File: src/rtl/cal_rtc_pkg.sv
package cal_rtc_pkg;
  localparam int SEC_W  = 6;
  localparam int MIN_W  = 6;
  localparam int HOUR_W = 5;
  localparam int DAY_W  = 5;
  localparam int MON_W  = 4;
  localparam int YEAR_W = 7;
  localparam int CENT_W = 5;

  localparam int SEC_LSB  = 0;
  localparam int MIN_LSB  = 8;
  localparam int HOUR_LSB = 16;
  localparam int DAY_LSB  = 24;
  localparam int MON_LSB  = 0;
  localparam int YEAR_LSB = 8;
  localparam int CENT_LSB = 16;

  localparam int IDX_TIME  = 0;
  localparam int IDX_DATE  = 1;
  localparam int IDX_ALARM = 2;
  localparam int IDX_CTRL  = 4;
  localparam int IDX_ALST  = 5;

  typedef struct packed {
    logic [CENT_W-1:0] cent;
    logic [YEAR_W-1:0] year;
    logic [MON_W-1:0]  mon;
    logic [DAY_W-1:0]  day;
    logic [HOUR_W-1:0] hour;
    logic [MIN_W-1:0]  min;
    logic [SEC_W-1:0]  sec;
  } cal_t;

  function automatic logic [31:0] pack_time(cal_t c);
    logic [31:0] w;
    w = '0;
    w[SEC_LSB  +: SEC_W]  = c.sec;
    w[MIN_LSB  +: MIN_W]  = c.min;
    w[HOUR_LSB +: HOUR_W] = c.hour;
    w[DAY_LSB  +: DAY_W]  = c.day;
    return w;
  endfunction

  function automatic logic [31:0] pack_date(cal_t c);
    logic [31:0] w;
    w = '0;
    w[MON_LSB  +: MON_W]  = c.mon;
    w[YEAR_LSB +: YEAR_W] = c.year;
    w[CENT_LSB +: CENT_W] = c.cent;
    return w;
  endfunction

  function automatic cal_t unpack_words(logic [31:0] t, logic [31:0] d);
    cal_t c;
    c.sec  = t[SEC_LSB  +: SEC_W];
    c.min  = t[MIN_LSB  +: MIN_W];
    c.hour = t[HOUR_LSB +: HOUR_W];
    c.day  = t[DAY_LSB  +: DAY_W];
    c.mon  = d[MON_LSB  +: MON_W];
    c.year = d[YEAR_LSB +: YEAR_W];
    c.cent = d[CENT_LSB +: CENT_W];
    return c;
  endfunction

  localparam logic [31:0] TIME_MASK = pack_time('1);
  localparam logic [31:0] DATE_MASK = pack_date('1);
endpackage

File: src/rtl/cal_rtc_ctr.sv
module cal_rtc_ctr #(
  parameter int W       = 6,
  parameter int MIN_VAL = 0
) (
  input  logic         clk_i,
  input  logic         rst_ni,
  input  logic         ld_i,
  input  logic [W-1:0] ld_val_i,
  input  logic         inc_i,
  input  logic [W-1:0] lim_i,
  output logic [W-1:0] val_o,
  output logic         carry_o
);
  localparam logic [W-1:0] MIN_L = W'(MIN_VAL);

  logic [W-1:0] val_q;

  // >= so out-of-range loaded values still wrap
  assign carry_o = inc_i && (val_q >= lim_i);
  assign val_o   = val_q;

  always_ff @(posedge clk_i or negedge rst_ni) begin
    if (!rst_ni)       val_q <= '0;
    else if (ld_i)     val_q <= ld_val_i;
    else if (carry_o)  val_q <= MIN_L;
    else if (inc_i)    val_q <= val_q + 1'b1;
  end
endmodule

File: src/rtl/cal_rtc_mdays.sv
module cal_rtc_mdays
  import cal_rtc_pkg::*;
(
  input  logic [MON_W-1:0]  mon_i,
  input  logic [YEAR_W-1:0] year_i,
  input  logic [1:0]        cent_lo_i,
  output logic [DAY_W-1:0]  last_day_o
);
  logic leap;

  // 100 = 0 mod 4, so divisibility by 4 follows the year alone; year 0 needs century % 4
  assign leap = (year_i == '0) ? (cent_lo_i == 2'b00) : (year_i[1:0] == 2'b00);

  always_comb begin
    case (mon_i)
      4'd2:                      last_day_o = leap ? DAY_W'(29) : DAY_W'(28);
      4'd4, 4'd6, 4'd9, 4'd11:   last_day_o = DAY_W'(30);
      default:                   last_day_o = DAY_W'(31);
    endcase
  end
endmodule

File: src/rtl/cal_rtc_core.sv
module cal_rtc_core
  import cal_rtc_pkg::*;
(
  input  logic clk_i,
  input  logic rst_ni,
  input  logic adv_i,
  input  logic ld_time_i,
  input  logic ld_date_i,
  input  cal_t ld_cal_i,
  output cal_t cal_o
);
  logic c_sec, c_min, c_hour, c_day, c_mon, c_year, c_cent;
  logic [DAY_W-1:0] last_day;

  cal_rtc_mdays u_mdays (
    .mon_i      (cal_o.mon),
    .year_i     (cal_o.year),
    .cent_lo_i  (cal_o.cent[1:0]),
    .last_day_o (last_day)
  );

  cal_rtc_ctr #(.W(SEC_W), .MIN_VAL(0)) u_sec (
    .clk_i, .rst_ni, .ld_i(ld_time_i), .ld_val_i(ld_cal_i.sec),
    .inc_i(adv_i), .lim_i(SEC_W'(59)), .val_o(cal_o.sec), .carry_o(c_sec));

  cal_rtc_ctr #(.W(MIN_W), .MIN_VAL(0)) u_min (
    .clk_i, .rst_ni, .ld_i(ld_time_i), .ld_val_i(ld_cal_i.min),
    .inc_i(c_sec), .lim_i(MIN_W'(59)), .val_o(cal_o.min), .carry_o(c_min));

  cal_rtc_ctr #(.W(HOUR_W), .MIN_VAL(0)) u_hour (
    .clk_i, .rst_ni, .ld_i(ld_time_i), .ld_val_i(ld_cal_i.hour),
    .inc_i(c_min), .lim_i(HOUR_W'(23)), .val_o(cal_o.hour), .carry_o(c_hour));

  cal_rtc_ctr #(.W(DAY_W), .MIN_VAL(1)) u_day (
    .clk_i, .rst_ni, .ld_i(ld_time_i), .ld_val_i(ld_cal_i.day),
    .inc_i(c_hour), .lim_i(last_day), .val_o(cal_o.day), .carry_o(c_day));

  cal_rtc_ctr #(.W(MON_W), .MIN_VAL(1)) u_mon (
    .clk_i, .rst_ni, .ld_i(ld_date_i), .ld_val_i(ld_cal_i.mon),
    .inc_i(c_day), .lim_i(MON_W'(12)), .val_o(cal_o.mon), .carry_o(c_mon));

  cal_rtc_ctr #(.W(YEAR_W), .MIN_VAL(0)) u_year (
    .clk_i, .rst_ni, .ld_i(ld_date_i), .ld_val_i(ld_cal_i.year),
    .inc_i(c_mon), .lim_i(YEAR_W'(99)), .val_o(cal_o.year), .carry_o(c_year));

  cal_rtc_ctr #(.W(CENT_W), .MIN_VAL(0)) u_cent (
    .clk_i, .rst_ni, .ld_i(ld_date_i), .ld_val_i(ld_cal_i.cent),
    .inc_i(c_year), .lim_i('1), .val_o(cal_o.cent), .carry_o(c_cent));

  // century wraps modulo its width; the carry out is not needed
  logic unused_carry;
  assign unused_carry = c_cent;
endmodule

File: src/rtl/cal_rtc.sv
module cal_rtc
  import cal_rtc_pkg::*;
#(
  parameter int ADDR_W = 5
) (
  input  logic              clk_i,
  input  logic              rst_ni,
  input  logic              tick_i,
  input  logic              req_i,
  input  logic              we_i,
  input  logic [ADDR_W-1:0] addr_i,
  input  logic [31:0]       wdata_i,
  output logic [31:0]       rdata_o
);
  localparam int IDX_W = ADDR_W - 2;

  logic [IDX_W-1:0] idx;
  logic aligned, sel_time, sel_date, sel_ctrl;
  logic rd, wr, wr_time, wr_date;
  logic [1:0]  ctrl_q;
  logic [31:0] held_time_q, held_date_q;
  logic [31:0] live_time, live_date;
  logic adv;
  cal_t cal, ld_cal;

  assign idx      = addr_i[ADDR_W-1:2];
  assign aligned  = (addr_i[1:0] == 2'b00);
  assign sel_time = aligned && (idx == IDX_W'(IDX_TIME));
  assign sel_date = aligned && (idx == IDX_W'(IDX_DATE));
  assign sel_ctrl = aligned && (idx == IDX_W'(IDX_CTRL));

  assign rd      = req_i && !we_i;
  assign wr      = req_i && we_i;
  assign wr_time = wr && sel_time && ctrl_q[1];
  assign wr_date = wr && sel_date && ctrl_q[1];
  // a time-word write in the same cycle wins over the tick
  assign adv     = tick_i && ctrl_q[0] && !wr_time && !wr_date;

  assign ld_cal = unpack_words(wdata_i, wdata_i);

  cal_rtc_core u_core (
    .clk_i     (clk_i),
    .rst_ni    (rst_ni),
    .adv_i     (adv),
    .ld_time_i (wr_time),
    .ld_date_i (wr_date),
    .ld_cal_i  (ld_cal),
    .cal_o     (cal)
  );

  assign live_time = pack_time(cal);
  assign live_date = pack_date(cal);

  always_ff @(posedge clk_i or negedge rst_ni) begin
    if (!rst_ni) begin
      ctrl_q      <= '0;
      held_time_q <= '0;
      held_date_q <= '0;
      rdata_o     <= '0;
    end else begin
      if (wr && sel_ctrl) ctrl_q <= wdata_i[1:0];
      if (wr_time) held_time_q <= wdata_i & TIME_MASK;
      else if (rd && sel_time && ctrl_q[0]) held_time_q <= live_time;
      if (wr_date) held_date_q <= wdata_i & DATE_MASK;
      else if (rd && sel_date && ctrl_q[0]) held_date_q <= live_date;
      if (rd) begin
        if (sel_time)      rdata_o <= ctrl_q[0] ? live_time : held_time_q;
        else if (sel_date) rdata_o <= ctrl_q[0] ? live_date : held_date_q;
        else if (sel_ctrl) rdata_o <= {30'b0, ctrl_q};
        else               rdata_o <= '0;
      end
    end
  end
endmodule

File: config.mk
export PLATFORM = sky130hd
export DESIGN_NAME = cal_rtc
export DESIGN_NICKNAME = d
export VERILOG_FILES = /design/src/rtl/cal_rtc_pkg.sv /design/src/rtl/cal_rtc_ctr.sv /design/src/rtl/cal_rtc_mdays.sv /design/src/rtl/cal_rtc_core.sv /design/src/rtl/cal_rtc.sv
export SDC_FILE = /design/constraint.sdc
export NUM_CORES = 1
export LEC_CHECK = 0
export BUFFER_PORTS_ARGS = -buffer_cell sky130_fd_sc_hd__buf_2
export CORE_MARGIN = 1
export CORE_UTILIZATION = 30
export DETAILED_ROUTE_END_ITERATION = 12
export HOLD_SLACK_MARGIN = 0.15
export SLEW_MARGIN = 20
export SYNTH_ARGS = -nofsm -noshare
export SYNTH_HDL_FRONTEND = slang
export SYNTH_SLANG_ARGS = --single-unit
File: constraint.sdc
create_clock -name clk_i -period 3.6 [get_ports clk_i]
set_clock_uncertainty 0.1 [all_clocks]
set_input_delay 0.72 -clock clk_i [delete_from_list [all_inputs] [get_ports clk_i]]
set_output_delay 0.72 -clock clk_i [all_outputs]
set_load 0.01 [all_outputs]
# After elaboration in Yosys (flattened, before gate mapping)
# Index checks and enable logic that the tools add are counted.
# word_totals
register_bits	136
latchBits	0
ram_bits	0
romBits	0
inputBits	42
mem_count	0
# op_classes
n_addsub	7
n_mul	0
div_mod_pow	0
order_cmp	7
eq_ne	7
shifts	0
n_mux	33
n_bitwise	0
reduce_logical	42
# ops
operator	n
$mux 32	8
$mux 5	9
$mux 6	6
$logic_and 1x1->1	24
$mux 7	3
$reduce_bool 3->1	7
$add 5x1->5 const B	3
$add 6x1->6 const B	2
$ge 6x6->1 const B	2
$mux 4	3
$ge 5x5->1 const B	2
$eq 4x3->1 const B	2
$eq 4x4->1 const B	2
$add 7x1->7 const B	1
$ge 7x7->1 const B	1
$logic_not 7->1	1
$logic_not 2->1	3
$ge 5x5->1	1
$add 4x1->4 const B	1
$eq 4x2->1 const B	1
$ge 4x4->1 const B	1
$pmux 2 s2	1
$reduce_bool 2->1	2
$reduce_or 4->1	1
6 further kinds	9

# Longest topological paths before layout
# logic_depth
word_depth	16
mapped_depth	14
ltp_nobuf	12

# Hierarchy
# From an unflattened synthesis, not the netlist that was laid out.
# hier_totals
hier_cells	830
hier_area_um2	7514.7
# by_module_without_submodules
mod	instances	cells_each	area_each_um2	seq_area_each_um2
cal_rtc	1	419	3896.2	1576.5
cal_rtc_ctr (u_core.u_min ...)	2	65	559.3	150.1
cal_rtc_ctr (u_core.u_cent ...)	2	55	481.7	125.1
cal_rtc_ctr (u_core.u_year)	1	77	676.9	175.2
cal_rtc_ctr (u_core.u_day)	1	43	431.7	125.1
cal_rtc_ctr (u_core.u_mon)	1	37	330.3	100.1
cal_rtc_mdays	1	12	90.1	0.0
cal_rtc_core	1	2	7.5	0.0

# Least setup slack after synthesis
# Ideal clock, no wire load.
# synth_timing
path_type	register to register
from	register u_core.u_year.val_q[2] (netlist: u_core.u_year.val_o[2])
to	register u_core.u_year.val_q[5] (netlist: u_core.u_year.val_o[5])
setup_time_ps	82
arrival_time_ps	2901
required_ps	3418
setup_slack_ps	517
stages_incl_launch_ff	12
n_path_buf	2
period_less_slack_ps	3083
path_cell_list	dfrtp_1 > or3_1 > o41ai_1 > a21oi_1 > ha_1 > or3b_2 > and3b_1 > clkbuf_1 > nand4_1 > clkbuf_1 > o21ai_0 > a31oi_1
# synth_via
elab_chain_len	10
elab_cells_between_ends	14
# synth_lines
element	line_no	rtl
from (decl)	cal_rtc_ctr.sv:16	logic [W-1:0] val_q;
from (signal assigned)	cal_rtc_ctr.sv:24	else if (ld_i) val_q <= ld_val_i;
from (signal assigned)	cal_rtc_ctr.sv:26	else if (inc_i) val_q <= val_q + 1'b1;
$logic_not 7->1	cal_rtc_mdays.sv:12	assign leap = (year_i == '0) ? (cent_lo_i == 2'b00) : (year_i[1:0] == 2'b00);
$mux 1	cal_rtc_mdays.sv:12	
$mux 1	cal_rtc_mdays.sv:16	4'd2: last_day_o = leap ? DAY_W'(29) : DAY_W'(28);
$pmux 2 s2	cal_rtc_mdays.sv:15	case (mon_i)
$ge 5x5->1	cal_rtc_ctr.sv:19	assign carry_o = inc_i && (val_q >= lim_i);
$logic_and 1x1->1 (3 in series)	cal_rtc_ctr.sv:19	
$mux 7	cal_rtc_ctr.sv:25	else if (carry_o) val_q <= MIN_L;
$mux 7	cal_rtc_ctr.sv:24	
# Parallel ways exist; a longest one is shown, timed or not. The select of a mux whose other input is x is not followed.
# A chain may end at the register's enable or synchronous reset.

# Worst setup path after layout
# layout_timing
from	register u_core.u_year.val_q[3] (netlist: u_core.u_year.val_o[3])
to	register u_core.u_year.val_q[1] (netlist: u_core.u_year.val_o[1])
# Same word-level chain as after synthesis.

==> impl_summary.log <==
INFO  metric timing.critical_path.required = 3.77 ns
INFO  metric worst_r2r_endpoint = u_core.u_year.val_o[1]
INFO  metric setup_viol = 0
INFO  metric tritoncts = done
INFO  metric num_antenna_cells = 0
INFO  metric numPortBuffers = 55
INFO  metric grt_pass1_vias = ~4,800
INFO  metric drive_above_1_share = about 17%
INFO  metric synthTopCellsByCount = 101 x dfrtp_1, 100 x nand2_1, 49 x a31oi_1, 48 x nor2_1, 47 x o21ai_0
INFO  metric synthToLayoutAreaGrowth = 15.6%
INFO  metric async_reset_ff_share = 100%
INFO  metric synth_simple_gate_area_share = roughly a fifth
INFO  metric drc = 0
INFO  metric wl_per_cell = ~18 microns
INFO  metric synth.avg_cell_area = a little over 9 sq um
INFO  metric power.net_switching = around 0.99 mW
INFO  metric fin_nets = between 700 and 800
INFO  metric r2r-start = u_core.u_year.val_o[3]
INFO  metric clock-sinks = a little over 100
INFO  metric power.switching_fraction = 31.1%
INFO  metric initial_utilization = approximately 31%
INFO  metric count_of_standard_cell_rows = 49
INFO  metric synth_top_cell_by_area = dfrtp_1
INFO  metric part_of_the_total_power_dissipated_in_the_clock_network = a little under a third
INFO  metric synth_compound_area_share = between 10% and 20%
INFO  metric first_pass_grt_wire_length = ~26,000 microns
INFO  metric cts_resized = 0
INFO  metric leakage_power = about 3 nW
INFO  metric synth_enable_flop_cells = 0
INFO  metric netlist_instances = around 610
INFO  metric fin_ws = between 0.2 and 0.3 ns
INFO  metric clk_pin_slew_worst_paths = ~0.07 ns
INFO  metric status = finished clean
INFO  metric die_h = 139 microns
INFO  metric yosysUniqueCellTypes = 56
INFO  metric worst_r2r_path_depth = 9
INFO  metric preCtsSetupSlack = ~0.26 ns
INFO  metric post_route_wl = 15,800 microns
INFO  metric max_cap_viol_count = 0
INFO  metric die_width = roughly 140 microns
INFO  metric power_share_of_the_sequential_group = between 40% and 50%
INFO  metric ys_ff_latch = approximately 100
INFO  metric grt_antenna_before_repair = 0
INFO  metric post-synth-top-count-cell = dfrtp_1
INFO  metric synth_top_cell_area_share = 44.9%
INFO  metric clk_root_buffer_cell = clkbuf_16
INFO  metric residual_overflow_from_global_routing = 0
INFO  metric post_synth_mux_area_share = around 8.4%
INFO  metric irDropWorstVdd = 0.192 mV
INFO  metric floorplan.die_area = about 0.019 sq mm
INFO  metric regToRegSetupSlack = about 0.28 ns
INFO  metric min-delay-path-class = in2async
INFO  metric synth_xor_xnor_area_share = 0%
INFO  metric final-max-slew-violation-count = 0
INFO  metric main_combinational_cell_family_by_area_after_synthesis = compound AO/OA/AOI/OAI gates
INFO  metric syn_area = 0.00563 sq mm
INFO  metric period_minus_slack = approximately 3.3 ns
INFO  metric clock_tree_buf_depth = 2
INFO  metric hold_buffers = 0
INFO  metric gpl.final_weighted_congestion = slightly above 0.8
INFO  metric grt_setup_unrepaired = false
INFO  metric crit_arrival = about 3.5 ns
INFO  metric worstMarginPinSlew = around 0.87 ns
INFO  metric total_power = 3.17 mW
INFO  metric post-route-period-util = 92.2%
INFO  metric via_count = a little under 5,000
INFO  metric worst_setup_path_class = reg2reg
INFO  metric antenna_violating_nets_post_route = 0
INFO  metric intPower = 2.19 mW
INFO  metric report.final.hold_viol_count = 0
INFO  metric core-area = approximately 0.018 sq mm
INFO  metric ys.warnings.count = 0
INFO  metric worst-path-max-fanout = 6
INFO  metric detailedRoute.firstIterationViolations = approximately 300
INFO  metric vias_per_cell = 5.44
INFO  metric dpl.hpwl = about 12,000 microns
INFO  metric post_cts_buffers = 0
INFO  metric clock_insertion_delay_worst_skew = 0.36 ns
INFO  metric final_core_util = 35.8%
INFO  metric fmaxAchievable = approximately 300 MHz
INFO  metric drt_pass1_iterations = 6
INFO  metric power.density_cell_area = around 490 mW/mm^2
INFO  metric grt_start_max_net_pins = 54
INFO  metric start_kind = register
INFO  metric pwr-share-comb = between 20% and 30%
INFO  metric synthAdderAreaFrac = 3.33%
INFO  metric worstSetupEndpointType = register
INFO  metric dominantRegCellSynth = dfrtp_1
INFO  metric synth.area.top_cells = dfrtp_1 45%, nand2_1 6.7%, a31oi_1 5.4%
INFO  metric ioPinCount = 74
INFO  metric final.hold.worst_slack = 0.283 ns
INFO  metric synth-seq-area-share = between 40% and 50%
INFO  metric timing.setup.tns = 0 ns
INFO  metric cts_buffers = 9
INFO  metric relSlewSlack = 41.2%
INFO  metric cts-htree-levels = 3
INFO  metric grt_use_total = around 17%
[how the worst max path moves through the flow]
stage / from / endpoint / slack (ns) / depth (start not counted)
final: u_core.u_year.val_o[3] / u_core.u_year.val_o[1] / 0.28 / 9
after global routing: u_core.u_year.val_o[3] / u_core.u_year.val_o[1] / 0.0003 / 9
after CTS: u_core.u_year.val_o[3] / u_core.u_year.val_o[1] / 0.26 / 9
after detailed placement: u_core.u_year.val_o[3] / u_core.u_year.val_o[1] / 0.26 / 9
after global placement: u_core.u_year.val_o[3] / u_core.u_cent.val_o[4] / 0.29 / 9
after floorplan: u_core.u_year.val_o[2] / u_core.u_year.val_o[5] / 0.52 / 11
[per-stage QoR]
stage | cell area [sq um] | instances
2_1_floorplan | 5660 | 616
3_3_place_gp | 6210 | 881
3_5_place_dp | 6210 | 881
4_1_cts | 6500 | 897
5_1_grt | 6500 | 897
6_report | 6500 | 897
[layout make-up]
class / instances / area [sq um]
Multi-Input combinational cell: 455 / 2860
Clock buffer: 12 / 246
Fill cell: 1821 / 11600
Inverter: 15 / 56.3
Sequential cell: 101 / 2530
Clock inverter: 4 / 47.5
Timing Repair Buffer: 81 / 485
Tap cell: 229 / 287
[state kept, by name, summed over array words and instances (netlist names)]
name	flops
u_core.u_min.val_o	6
ctrl_q	2
held_date_q	16
u_core.u_day.val_o	5
rdata_o	23
u_core.u_cent.val_o	5
held_time_q	22
u_core.u_year.val_o	7
u_core.u_hour.val_o	5
u_core.u_mon.val_o	4
u_core.u_sec.val_o	6
[per-layer routing]
layer / track usage, % / wire [microns] / part of all wire [%]
met1: 23.1 / 7440 / 47
met3: 2.49 / 706 / 4.5
met4: 6.20 / 238 / 1.5
met5: 0 / 0 / 0
met2: 27.7 / 7370 / 47
[power by group through the flow]
stage                     combinational [mW]  sequential (mW)  clock, mW
after floorplan                        0.474             1.48          0
after global placement                 0.640             1.54          0
after detailed placement               0.651             1.54          0
after CTS                              0.655             1.52       1.01
after global routing                   0.732             1.56       1.05
final                                  0.653             1.53      0.994
[worst max-delay path, stage by stage, from the launching register on]
cell and delay, ns:
dfrtp_1 0.43, or3_1 0.43, o41ai_1 0.44, a21oi_1 0.14, ha_1 0.28, or3b_2 0.11
nand4_1 0.12, nor4_1 0.78, nand3_1 0.18, a31oi_1 0.22
[cells in the final DEF, fill, tap and decap left out, drive strengths merged, types with 9 or more instances in the layout]
master	count
a31oi	49
o211ai	10
a21oi	14
buf	81
or3	9
inv	15
conb	9
ha	15
mux2i	18
nand2	100
nor3	12
o21ai	48
clkbuf	12
nand3	25
dfrtp	101
a22o	13
mux4	13
nor2	48
[logic make-up (layout without fill, tap and decap cells)]
family                   Yosys count  count (layout)
buffers and inverters             60             112
other                              1               9
adder cells (fa/ha/maj)           15              15
AO/OA/AOI/OAI                    167             167
multiplexers                      31              31
AND/OR/NAND/NOR                  233             233
flip-flops                       101             101
(Power assumes the default switching activity.)
